<file path="config.mk">
export PLATFORM = sky130hd
export DESIGN_NAME = pb_debounce
export DESIGN_NICKNAME = d
export VERILOG_FILES = /design/src/rtl/dbnc_pkg.sv /design/src/rtl/dbnc_prescaler.sv /design/src/rtl/dbnc_sync.sv /design/src/rtl/dbnc_shreg.sv /design/src/rtl/pb_debounce.sv
export SDC_FILE = /design/constraint.sdc
export NUM_CORES = 1
export LEC_CHECK = 0
export BUFFER_PORTS_ARGS = -buffer_cell sky130_fd_sc_hd__buf_2
export CORE_AREA = 2 2 49 51
export CTS_BUF_LIST = sky130_fd_sc_hd__clkbuf_4
export CTS_CLUSTER_DIAMETER = 40
export DETAILED_ROUTE_END_ITERATION = 8
export DIE_AREA = 0 0 51 53
export GPL_TIMING_DRIVEN = 1
export PLACE_DENSITY = 0.65
export REMOVE_ABC_BUFFERS = 1
export SYNTH_ARGS = -nofsm -noshare
export SYNTH_HDL_FRONTEND = slang
export SYNTH_SLANG_ARGS = --single-unit
</file>
<file path="constraint.sdc">
create_clock -name clk -period 2.1 [get_ports clk]
set_clock_uncertainty 0.2 [all_clocks]
set_input_delay 0.42 -clock clk [delete_from_list [all_inputs] [get_ports clk]]
set_output_delay 0.42 -clock clk [all_outputs]
set_load 0.01 [all_outputs]
</file>
<file path="src/rtl/dbnc_pkg.sv">
package dbnc_pkg;

    // Per-clock action of the filter register
    typedef enum logic [1:0] {
        ACT_HOLD   = 2'd0,
        ACT_SHIFT  = 2'd1,
        ACT_RELOAD = 2'd2
    } act_e;

    function automatic act_e decode_act(input logic strobe, input logic same);
        act_e a;
        unique case ({strobe, same})
            2'b10:   a = ACT_SHIFT;
            2'b11:   a = ACT_RELOAD;
            default: a = ACT_HOLD;
        endcase
        return a;
    endfunction

endpackage

</file>
<file path="src/rtl/dbnc_prescaler.sv">
module dbnc_prescaler #(
    parameter int WIDTH = 16
) (
    input  logic clk,
    input  logic rst_n,
    output logic strobe
);
    logic [WIDTH-1:0] cnt_q;

    always_ff @(posedge clk or negedge rst_n) begin
        if (!rst_n) cnt_q <= '0;
        else        cnt_q <= cnt_q + 1'b1;
    end

    assign strobe = &cnt_q;

    // strobe never on two edges in a row
    p_strobe_gap_r3: assert property (@(posedge clk) disable iff (!rst_n)
        strobe |=> !strobe);

endmodule

</file>
<file path="src/rtl/dbnc_sync.sv">
module dbnc_sync #(
    parameter int DEPTH = 2
) (
    input  logic clk,
    input  logic rst_n,
    input  logic din,
    output logic dout
);
    logic [DEPTH-1:0] chain_q;

    generate
        for (genvar i = 0; i < DEPTH; i++) begin : g_flop
            always_ff @(posedge clk or negedge rst_n) begin
                if (!rst_n) chain_q[i] <= 1'b0;
                else        chain_q[i] <= (i == 0) ? din : chain_q[(i == 0) ? 0 : i-1];
            end
        end
    endgenerate

    assign dout = chain_q[DEPTH-1];

    // first flop holds the previous edge's input
    p_first_flop_r2: assert property (@(posedge clk) disable iff (!rst_n)
        $past(rst_n) |-> chain_q[0] == $past(din));

endmodule

</file>
<file path="src/rtl/dbnc_shreg.sv">
module dbnc_shreg
    import dbnc_pkg::*;
#(
    parameter int STAGES = 4
) (
    input  logic clk,
    input  logic rst_n,
    input  logic strobe,
    input  logic ser_in,
    output logic ser_out
);
    localparam int LAST = STAGES - 1;

    logic [LAST:0] stage_q;
    logic          same;
    act_e          act;

    assign ser_out = stage_q[LAST];
    assign same    = ~(ser_in ^ ser_out);

    always_comb act = decode_act(strobe, same);

    always_ff @(posedge clk or negedge rst_n) begin
        if (!rst_n) begin
            stage_q <= '0;
        end else begin
            unique case (act)
                ACT_SHIFT:  stage_q <= {stage_q[LAST-1:0], ser_in};
                ACT_RELOAD: stage_q <= {STAGES{ser_out}};
                default:    stage_q <= stage_q;
            endcase
        end
    end

    // no change without a strobe
    p_hold_r3: assert property (@(posedge clk) disable iff (!rst_n)
        !strobe |=> $stable(stage_q));

    // shift moves input into stage 0 and advances the rest
    p_shift_r4: assert property (@(posedge clk) disable iff (!rst_n)
        (strobe && (ser_in != ser_out)) |=>
            (stage_q[0] == $past(ser_in)) && (stage_q[LAST:1] == $past(stage_q[LAST-1:0])));

    // agreement makes every stage equal the previous output
    p_reload_r5: assert property (@(posedge clk) disable iff (!rst_n)
        (strobe && (ser_in == ser_out)) |=> (stage_q == {STAGES{$past(ser_out)}}));

endmodule

</file>
<file path="src/rtl/pb_debounce.sv">
module pb_debounce #(
    parameter int STAGES        = 4,
    parameter int PRESCALE_BITS = 16,
    parameter int SYNC_DEPTH    = 2
) (
    input  logic clk,
    input  logic rst_n,
    input  logic btn_raw,
    output logic btn_clean
);
    logic strobe;
    logic sync_lvl;

    dbnc_sync #(.DEPTH(SYNC_DEPTH)) u_sync (
        .clk   (clk),
        .rst_n (rst_n),
        .din   (btn_raw),
        .dout  (sync_lvl)
    );

    dbnc_prescaler #(.WIDTH(PRESCALE_BITS)) u_presc (
        .clk    (clk),
        .rst_n  (rst_n),
        .strobe (strobe)
    );

    dbnc_shreg #(.STAGES(STAGES)) u_shreg (
        .clk     (clk),
        .rst_n   (rst_n),
        .strobe  (strobe),
        .ser_in  (sync_lvl),
        .ser_out (btn_clean)
    );

    // output moves only on a strobe edge
    p_out_on_strobe_r6: assert property (@(posedge clk) disable iff (!rst_n)
        !$stable(btn_clean) |-> $past(strobe));

    // a new output value is the synchronized level that was sampled
    p_out_from_input_r6: assert property (@(posedge clk) disable iff (!rst_n)
        !$stable(btn_clean) |-> (btn_clean == $past(sync_lvl)));

endmodule

</file>
# After elaboration in Yosys (flattened, before gate mapping)
# Index checks and enable logic that the tools add are counted.
[op_classes]
bitwise_logic = 3
reduce_logical = 3
n_eq_ne = 4
add_sub_neg = 1
mux = 2
[op_table]
columns = ["cell", "count"]
rows = [
  ["16-bit by 1-bit adder with 16-bit output (second input constant)", 1],
  ["16-bit AND reduction", 1],
  ["4-bit case mux with 2 select lines", 1],
  ["2-bit == test (second input constant)", 3],
  ["2-bit case mux with 2 select lines", 1],
  ["2-bit by 1-bit == test with 1-bit output (second input constant)", 1],
  ["1-bit inverter", 2],
  ["2-bit AND reduction", 1],
  ["2-bit nonzero test", 1],
  ["1-bit XOR", 1],
]
[word_totals]
output_inout_bits = 1
ff_bits = 22

# Longest topological paths before layout
[depth]
word_depth = 7
ltp_mapped = 5
depth_no_buf = 5

# Hierarchy
# From an unflattened synthesis, not the netlist that was laid out.
[unflattened]
cells_unflattened = 77
area_unflattened_um2 = 925.9
[modules_own_cells]
columns = ["module", "instances", "seq_area_each_um2", "area_per_inst_um2", "cells_each"]
rows = [
  ["dbnc_prescaler", 1, 400.4, 706.9, 60],
  ["dbnc_shreg", 1, 100.1, 168.9, 15],
  ["dbnc_sync", 1, 50.0, 50.0, 2],
]

# Least setup slack after synthesis
# Ideal clock, no wire load.
[synth_path]
kind = "flip-flop to flip-flop"
from = "reg u_presc.cnt_q[0]"
to = "reg u_shreg.stage_q[0]"
slack_ns = 0.375
period_less_slack_ns = 1.725
stages_incl_launch_ff = 5
arrival_time_ns = 1.401
required_time_ns = 1.775
n_path_buf = 0
setup_ns = 0.125
cell_sequence = "dfrtp_1 ha_1 nand4_1 nor4_4 mux2_2"
[synth_via]
elab_chain_cells = 5
word_cells_on_any_way = 8
[synth_lines]
columns = ["item", "line", "rtl"]
rows = [
  ["start, declared", "dbnc_prescaler.sv:8", "logic [WIDTH-1:0] cnt_q;"],
  ["start signal, assigned", "dbnc_prescaler.sv:12", "else cnt_q <= cnt_q + 1'b1;"],
  ["16-bit AND reduction (*)", "dbnc_prescaler.sv:15", "assign strobe = &cnt_q;"],
  ["2-bit == test", "dbnc_pkg.sv:12", "unique case ({strobe, same})"],
  ["2-bit case mux with 2 select lines (*)", "dbnc_pkg.sv:12", ""],
  ["2-bit == test or 2-bit by 1-bit == test with 1-bit output (tied branches)", "dbnc_shreg.sv:27", "unique case (act)"],
  ["4-bit case mux with 2 select lines or 2-bit nonzero test (tied branches)", "--", ""],
  ["end signal, assigned", "dbnc_shreg.sv:28", "ACT_SHIFT: stage_q <= {stage_q[LAST-1:0], ser_in};"],
  ["end signal, assigned", "dbnc_shreg.sv:29", "ACT_RELOAD: stage_q <= {STAGES{ser_out}};"],
  ["end signal, assigned", "dbnc_shreg.sv:30", "default: stage_q <= stage_q;"],
  ["end, declared", "dbnc_shreg.sv:14", "logic [LAST:0] stage_q;"],
]
# Every way passes the cells marked *; elsewhere a longest branch is shown, timed or not. The select of a mux whose other input is x is not followed.
# A chain may end at the register's enable or synchronous reset.

# Worst setup path after layout
[layout_path]
from = "reg u_presc.cnt_q[0]"
to = "reg u_shreg.stage_q[2]"
# Same word-level chain as after synthesis.

==> results summary <==
The run finished with clean final reports. The static power due to leakage came out at 0.503 nW. Setup repair after global routing left no endpoint under its margin. The post-synthesis instance area came out at 940 um^2. Counting the buffers created by CTS gives 3.

The startpoint of the worst hold path is btn_raw. Clock latency on the worst-skew pair, taken at its later pin, is 300 ps. Counting instances, the worst hold path has a depth of 1. The maximum achievable frequency came out at 537 MHz. TritonCTS built the clock tree. In this run the deepest clock path goes through 2 buffers.

The reg-to-reg startpoint is u_presc.cnt_q[0]$_DFF_PN0_. The core region is 0.00215 mm^2. The post-synthesis register bit count came out at 22. The average footprint of a synthesized cell came out at 12.4 um^2.

The count of input and output buffers is 3. The flip-flop and latch area came out at 551 um^2. The antenna diode instance count is 0. The leading cell type in the layout, fill and taps excluded is dfrtp_1. The area growth from synthesis to final layout is 9.19%. The fraction of layout instances using a drive strength above 1 came out at 0.167.

The endpoint of the worst-slack reg-to-reg timing path is u_shreg.stage_q[2]$_DFFE_PN0P_. The share of the clock period used by the worst path after layout is 0.886. The post-CTS setup buffer count came out at 0. The number of hold violations in the final report came out at 0. The remaining global-route overflow came out at 0.

Max-cap violations in this run came to 0. In this run the number of H-tree levels came out at 1. The post-layout total power is 0.000629 W. The depth of the most critical reg-to-reg path is 4. In the global route stage, overall resource usage came out at 0.120. The proportion of synthesized chip area in sequential cells came out at 0.586.

The final weighted congestion in routability-driven placement came out at 0.710. The highest fanout seen on the critical path is 5. The startpoint kind of the worst setup timing path is a register.

The remaining max-slew budget at the tightest pin came out at 0.684. For this run, design rule violations remaining after detail routing come to 0. After clock tree synthesis, the flow added hold-fix buffers numbering 1. During I/O placement, the number of pins put on the boundary was 4.

For this run, the number of Yosys warnings is 0. From left edge to right edge, the die measures 51 um. The largest net degree at the start of global routing is 23. The met3 usage in global routing came out at 0.0254.

After detailed routing, the average wire length per cell comes to 11.4 um. The sort of element at the end of the critical path is a register. The number of inserted filler cells in the final layout is 204.

The cell sitting at the root of the clock tree is a clkbuf_4. The number of global-route vias before repair is 522. The first global-routing pass estimated 2330 um of wire. In the layout the commonest cells are dfrtp_1, xor2_1, xnor2_1. The maximum VDD drop came out at 0.402 mV. The minimum clock period after layout is 1860 ps.

In this run the worst hold path is classified as input port to register. In the global route stage, met1 resource usage came out at 0.165. The via count came out at 543.

The total length of routed wires came out at 1280 um. The initial antenna violation count is 0. By startpoint and endpoint, the worst setup path is classified as register to register.

The gate count after technology mapping came out at 76. The total negative slack for setup checks is 0 ps. In this run the most used layer during global routing was met2. The number of placement rows came out at 17.

The TritonCTS sink count is 22. Setup slack on the worst reg-to-reg path comes out at 240 ps. The iteration count of the initial detailed-routing pass is 1. The areal power density over the cells came out at 613 mW/mm^2. The average vias per placed instance came out at 4.85. The met2 demand-to-capacity share in global routing came out at 0.180. The starting density of the core came out at 0.437.

The detail route stage leaves a number of antenna-violating nets equal to 0. The die covers 0.00270 mm^2. The first-iteration detailed-routing DRC count is 0. The path with the worst hold slack has its endpoint at u_sync.chain_q[0]$_DFF_PN0_. The critical path required time is 2100 ps. The transition time at the pin with the least slew margin came out at 474 ps. The height of the die came out at 53 um. The area taken by multi-input logic gates is 374 um^2. The clock input transition at the sequential cells of the worst setup and hold paths is 120 ps. The total number of nets in the final design came out at 89. The post-cts resize count is 0. The max-slew violation count came to 0.

The number of different library cells in the post-synthesis netlist is 19. The setup-violating endpoint count in the final report came out at 0. At the worst endpoint, the arrival time is 1860 ps. The estimated wirelength of the detail-placed design came out at 950 um.
layout make-up:
type / instances / area share
Sequential cell: 22 / 0.537
Multi-Input combinational cell: 50 / 0.365
Tap cell: 28 / 0.0341
Timing Repair Buffer: 4 / 0.0244
Clock buffer: 3 / 0.0220
Inverter: 4 / 0.0146
Clock inverter: 1 / 0.00366
critical path, cell delays in order (launching register included):
cell and delay, ps:
dfrtp_1 390, ha_1 260, nand4_1 170, nor4_4 350
mux2_2 380
logic make-up after synthesis:
group                    synth area share
multiplexers                       0.0466
buffers and inverters              0.0160
AND/OR/NAND/NOR                     0.181
flip-flops                          0.586
AO/OA/AOI/OAI                     0.00532
XOR/XNOR                            0.130
adder cells (fa/ha/maj)            0.0346
through the flow:
step	hold WS [ps]	setup slack, ps	cell area (um^2)	util	instances
floorplan	-75.6	375	940	-	76
detailed placement	142	244	990	0.461	107
CTS	11.4	217	1030	0.478	112
global placement	135	292	990	0.461	107
global route	4.68	88.4	1030	0.478	112
finish	19.6	239	1030	0.478	112
cell usage after synthesis (all sizes together):
cell type | count | share of area
ha | 1 | 0.013
dfrtp | 22 | 0.59
nor3 | 3 | 0.016
nor4 | 1 | 0.023
mux2 | 3 | 0.036
xnor2 | 6 | 0.056
nand2 | 4 | 0.016
o21ai | 1 | 0.0053
maj3 | 2 | 0.021
nor2 | 5 | 0.020
inv | 4 | 0.016
nand4 | 5 | 0.033
xor2 | 8 | 0.075
and3 | 3 | 0.023
and2 | 2 | 0.013
nand3 | 5 | 0.037
mux2i | 1 | 0.011
report_power, final:
| group | internal [W] | total [W] | switching [W] |
|---|---|---|---|
| Combinational | 0.00000254 | 0.0000105 | 0.00000800 |
| Sequential | 0.000425 | 0.000427 | 0.00000129 |
| Clock | 0.0000693 | 0.000192 | 0.000122 |
how the worst max path moves through the flow:
stage                                     startpoint                        endpoint  slack (ps)  cells after the start
after global placement    u_presc.cnt_q[0]$_DFF_PN0_  u_shreg.stage_q[2]$_DFFE_PN0P_         290                      4
after floorplan           u_presc.cnt_q[0]$_DFF_PN0_  u_shreg.stage_q[0]$_DFFE_PN0P_         370                      4
after CTS                 u_presc.cnt_q[0]$_DFF_PN0_  u_shreg.stage_q[2]$_DFFE_PN0P_         220                      4
after global routing      u_presc.cnt_q[0]$_DFF_PN0_  u_shreg.stage_q[2]$_DFFE_PN0P_          90                      4
final                     u_presc.cnt_q[0]$_DFF_PN0_  u_shreg.stage_q[2]$_DFFE_PN0P_         240                      4
after detailed placement  u_presc.cnt_q[0]$_DFF_PN0_  u_shreg.stage_q[2]$_DFFE_PN0P_         240                      4
flip-flops by register name (all words and copies together), names as in the netlist:
| signal | cells |
|---|---|
| u_presc.cnt_q | 16 |
| u_shreg.stage_q | 4 |
| u_sync.chain_q | 1 |
| u_sync.dout | 1 |
metal layers:
metal	wire, um	vias to the layer above	share of wire
li1	-	274	-
met3	31	2	0.024
met1	632	262	0.49
met5	0	-	0
met4	21	0	0.016
met2	595	5	0.47
No activity file was read; power rests on OpenSTA's default activity.
